===== config.mk =====
export PLATFORM = sky130hd
export DESIGN_NAME = lid_join_shell
export DESIGN_NICKNAME = d
export VERILOG_FILES = /design/src/rtl/lid_join_shell.sv
export SDC_FILE = /design/constraint.sdc
export NUM_CORES = 1
export LEC_CHECK = 0
export CAP_MARGIN = 20
export CORE_UTILIZATION = 40
export CTS_CLUSTER_SIZE = 30
export DETAILED_ROUTE_END_ITERATION = 8
export DONT_BUFFER_PORTS = 1
export SLEW_MARGIN = 30
export SYNTH_ARGS = -nofsm -noshare
export SYNTH_HDL_FRONTEND = slang
export SYNTH_SLANG_ARGS = --single-unit

===== constraint.sdc =====
create_clock -name clk -period 2.3 [get_ports clk]
set_clock_uncertainty 0.2 [all_clocks]
set_input_delay 0.345 -clock clk [delete_from_list [all_inputs] [get_ports clk]]
set_output_delay 0.345 -clock clk [all_outputs]
set_load 0.01 [all_outputs]

===== src/rtl/lid_join_shell.sv =====
module lid_join_shell #(
  parameter int N_IN  = 3,
  parameter int N_OUT = 2,
  parameter int W     = 8
) (
  input  logic               clk,
  input  logic               rst_n,
  input  logic [N_IN-1:0]    up_val,
  input  logic [N_IN*W-1:0]  up_data,
  output logic [N_IN-1:0]    up_stop,
  output logic [N_OUT-1:0]   dn_val,
  output logic [N_OUT*W-1:0] dn_data,
  input  logic [N_OUT-1:0]   dn_stop,
  output logic               krn_en,
  output logic [N_IN*W-1:0]  krn_in,
  input  logic [N_OUT*W-1:0] krn_out
);

  logic [N_IN-1:0]   parked;
  logic [N_IN*W-1:0] park_word;
  logic [N_IN-1:0]   have;
  logic              any_stop;
  logic              fire;

  assign any_stop = |dn_stop;
  assign have     = parked | up_val;
  assign fire     = rst_n & (&have) & ~any_stop;

  assign krn_en  = fire;
  assign dn_val  = {N_OUT{fire}};
  assign dn_data = krn_out;
  assign up_stop = parked;

  always_ff @(posedge clk) begin
    if (!rst_n)    parked <= '0;
    else if (fire) parked <= '0;
    else           parked <= parked | up_val;
  end

  for (genvar i = 0; i < N_IN; i++) begin : g_lane
    always_ff @(posedge clk) begin
      if (!parked[i] && up_val[i] && !fire)
        park_word[i*W +: W] <= up_data[i*W +: W];
    end

    assign krn_in[i*W +: W] = parked[i] ? park_word[i*W +: W] : up_data[i*W +: W];


    keep_parked_chk: assert property (@(posedge clk) disable iff (!rst_n)
      (parked[i] && !fire) |=> (parked[i] && $stable(park_word[i*W +: W])));


    late_load_chk: assert property (@(posedge clk) disable iff (!rst_n)
      (!parked[i] && up_val[i] && !fire) |=> parked[i]);


    consume_chk: assert property (@(posedge clk) disable iff (!rst_n)
      fire |=> !up_stop[i]);
  end

  for (genvar j = 0; j < N_OUT; j++) begin : g_out

    no_val_on_stop_chk: assert property (@(posedge clk) disable iff (!rst_n)
      dn_stop[j] |-> !dn_val[j]);
  end


  stop_blocks_fire_chk: assert property (@(posedge clk) disable iff (!rst_n)
    (|dn_stop) |-> !krn_en);


  fire_needs_all_chk: assert property (@(posedge clk) disable iff (!rst_n)
    krn_en |-> (&(up_stop | up_val)));


  all_out_together_chk: assert property (@(posedge clk) disable iff (!rst_n)
    ($countones(dn_val) == 0) || (&dn_val));


  reset_empty_chk: assert property (@(posedge clk)
    !rst_n |=> (up_stop == '0));

endmodule


Word-level counts from Yosys, hierarchy flattened
Index checks and enable logic that the tools add are counted.

operators by class
  mux-type cells = 3
  bitwise logic cells = 5
  reductions and logical operators = 13

operators by type and width
  operator             number
  2-to-1 mux 8 bit     3
  logical AND 1 bit    6
  zero test 1 bit      4
  OR reduction 2 bit   2
  bitwise OR 3 bit     1
  AND reduction 3 bit  1
  bitwise AND 1 bit    2
  inverter 1 bit       2

storage, ports and cells
  input port bits = 47
  logic and storage cells = 25
  flip-flop bits (word level) = 27

Logic depth before layout (Yosys ltp)
  depth in word-level cells = 6
  gate-level depth with buffers = 3
  depth with buffers taken out = 2

Worst setup path before layout
No wires, ideal clock.

  path kind = register to register
  from = reg parked[0], in the netlist up_stop[0]
  to = reg park_word[10], enable pin
  slack = 362 ps
  path buffers = 0
  cell stages (with the launch flop) = 3
  library setup time = 389 ps
  data required time = 1,711 ps
  arrival time = 1,349 ps
  path through = dfxtp_1 > o22a_1 > a311oi_1

between the ends
  longest elaborated chain between the ends = 6

ends and longest elaborated chain
  element                          line  source
  from (decl)                      19    logic [N_IN-1:0] parked;
  from (signal assigned)           37    else parked <= parked | up_val;
  bitwise OR 3 bit                 26    assign have = parked | up_val;
  AND reduction 3 bit              27    assign fire = rst_n & (&have) & ~any_stop;
  bitwise AND 1 bit (2 in a row)   27
  zero test 1 bit                  42    if (!parked[i] && up_val[i] && !fire)
  logical AND 1 bit                42
  to (signal, indexed assignment)  43    park_word[i*W +: W] <= up_data[i*W +: W];
  to (decl)                        20    logic [N_IN*W-1:0] park_word;

Every way passes these cells.
A chain may end at the register's enable or synchronous reset.

Worst setup path in the final report
  from = reg parked[2], in the netlist up_stop[2]
  to = out dn_val[1]

between the ends
  longest elaborated chain between the ends = 4

ends and longest elaborated chain
  element                         line  source
  bitwise OR 3 bit                26
  AND reduction 3 bit             27
  bitwise AND 1 bit (2 in a row)  27
  to (decl)                       11    output logic [N_OUT-1:0] dn_val,

Every way passes these cells.

==> results.py <==
metrics = {
    "outcome": {
        "status": "finished, final reports clean",
    },
    "synth": {
        "ys_seq_area_share_pct": 58.3,
        "synth_seq_cells": 27,
        "synthTopCellsByArea": "edfxtp_1 (54%), mux2_2 (15%), buf_4 (11%)",
        "syn_area_um2": 1340,
        "yosys_warnings": 0,
        "yosys.area.top_type_share_pct": 53.8,
        "netlist_instances": 90,
        "synth_area_leader_cell": "edfxtp_1",
        "syn_nets": 137,
        "synthDistinctLibCells": 18,
        "synth.avg_cell_area_um2": 14.9,
    },
    "timing": {
        "slew_violations": 0,
        "grt_setup_unrepaired": "false",
        "maxSlewHeadroom_pct": 78.2,
        "fmax_mhz": 497,
        "final.setup.tns_ns": 0,
        "final_hold_viol_count": 0,
        "fin_crit_ns": 2.01,
        "period_share_pct": 87.4,
        "worst-slew-pin-transition_ns": 0.328,
        "hold_ws_ns": 0.0284,
        "setup_viol": 0,
        "setup_ws_ns": 0.289,
    },
    "route": {
        "initialDrtViolationCount": 17,
        "firstDrtPassIters": 3,
        "via_count": 766,
        "wl_per_cell_um": 15.4,
        "drcViolationCount": 0,
        "viasPerCell": 5.11,
        "final_antenna_net_count": 0,
        "drt_wl_total_mm": 2.31,
    },
    "die": {
        "num_rows": 20,
        "chipWidth_um": 59.9,
        "start_util_pct": 42.8,
        "die_h_um": 59.9,
        "io_pins": 93,
        "die_area_um2": 3590,
        "core_um2": 3130,
    },
    "placed_design": {
        "gp_congestion": 0.760,
        "portBuffers": 0,
        "dpl_cell_area_um2": 1280,
        "dp_cells": 119,
        "place_ws_ns": 0.650,
        "dp_hpwl_mm": 1.54,
    },
    "worst_setup_path": {
        "path_max_fanout": 13,
        "r2r_start": "up_stop[2]",
        "crit_start": "up_stop[2]",
        "start_kind": "flip-flop",
        "reg2regPathDepth": 4,
        "worstSetupEndpointType": "output port",
        "regToRegSetupSlack_ns": 0.63,
        "cp_data_arrival_time_ns": 1.47,
        "r2r-end": "park_word[7]",
        "critical_path_class": "flip-flop to output port",
        "crit_required_ns": 1.75,
    },
    "power_and_ir_drop": {
        "p_leak_nw": 0.553,
        "vdd_drop_max_uv": 275,
        "pwr_density_cell_nw_per_um2": 599,
        "total_power_mw": 0.947,
    },
    "cts": {
        "root_buffer": "clkbuf_4",
        "htree_levels": 1,
        "clock-sinks": 27,
        "cts_buffer_depth": 2,
        "path_clk_slew_ns": 0.14,
        "cts_tree": "done",
        "cts_buffers": 3,
        "cts_setup_buffers": 0,
        "clk_latency_ns": 0.31,
    },
    "grt": {
        "grt_use_total_pct": 13.7,
        "grt_pass1_wl_mm": 3.51,
        "antenna_found_initial": 0,
        "grt_max_degree": 15,
        "overflow": 0,
        "first_global_vias": 779,
    },
    "final_layout": {
        "final_cell_mix": "dlygate4sd3_1 (27), edfxtp_1 (24), mux2_2 (18), mux2_1 (6), buf_4 (6)",
        "layoutNonFillerInstCount": 150,
        "drive_above_1_share_pct": 30.2,
        "final_nets": 154,
        "utilization_pct": 50.6,
        "syn2layout_area_growth_pct": 18.0,
        "num_antenna_cells": 0,
        "fin_area_um2": 1580,
        "final_common_cell": "dlygate4sd3_1",
    },
    "min_path": {
        "hold_start": "up_val[2]",
        "min_path_cells": 2,
        "hold_end": "up_stop[2]",
        "hold_class": "primary input to flip-flop",
    },
    "run": {
        "cap_violations": 0,
    },
}
## state kept, by name (all words and copies together), names as in the netlist
| register | cells |
|---|---|
| up_stop | 3 |
| park_word | 24 |
## power breakdown
group          switching (mW)  total (mW)  leakage [nW]  internal, mW
Sequential            0.00871       0.578         0.254         0.570
Combinational          0.0835       0.173         0.284        0.0896
Clock                   0.128       0.196        0.0150        0.0677
## cell families (layout without fill, tap and decap cells)
logic type / after synthesis / after routing / share of synthesized area (%)
AOI/OAI and AO/OA: 8 / 8 / 6.07
buffers and inverters: 24 / 40 / 12.4
DFF: 27 / 27 / 58.3
muxes: 24 / 24 / 20.2
and+or+nand+nor: 7 / 7 / 3.08
## critical path: stages, from the launching register on
cell and delay [ns]:
dfxtp_1 0.33, buf_4 0.20, o22a_2 0.21, and4_1 0.40
## worst max path at each step
stage,slack [ns],end
floorplan,0.36,park_word[10]
global placement,0.66,dn_val[1]
CTS,0.26,dn_val[1]
detailed placement,0.65,park_word[3]
global route,0.17,krn_en
finish,0.29,dn_val[1]
## synthesized netlist by cell type
library cell	number
edfxtp_1	24
buf_4	20
mux2_2	18
mux2_1	6
dfxtp_1	3
inv_1	3
nor2_1	3
a211oi_1	2
a311oi_2	2
a311oi_1	1
a41oi_1	1
and4_1	1
buf_2	1
nand2b_1	1
nor2_2	1
o22a_1	1
o22a_2	1
or2_4	1
## area by class of cell
class                   count  area (um2)
well taps                  44        55.1
fillers                   266        1550
repair buffers             33         315
flip-flops and latches     27         781
clock buffers               4        26.3
multi-input cells          39         393
inverters                   3        11.3
## per-layer routing
metal	vias to the layer above	share of wire [%]	global-route usage, %
met4	0	2.2	9.97
met5	-	0	0
met1	363	41	16.6
met3	12	7.3	1.73
li1	352	-	-
met2	39	49	22.2
## what timing repair did
| item | in CTS | in global routing |
|---|---|---|
| hold endpoints to repair | 27 | 0 |
| hold buffers | 27 | 0 |
| resized for setup | 0 | 0 |
Power figures use the tool's default switching activity.
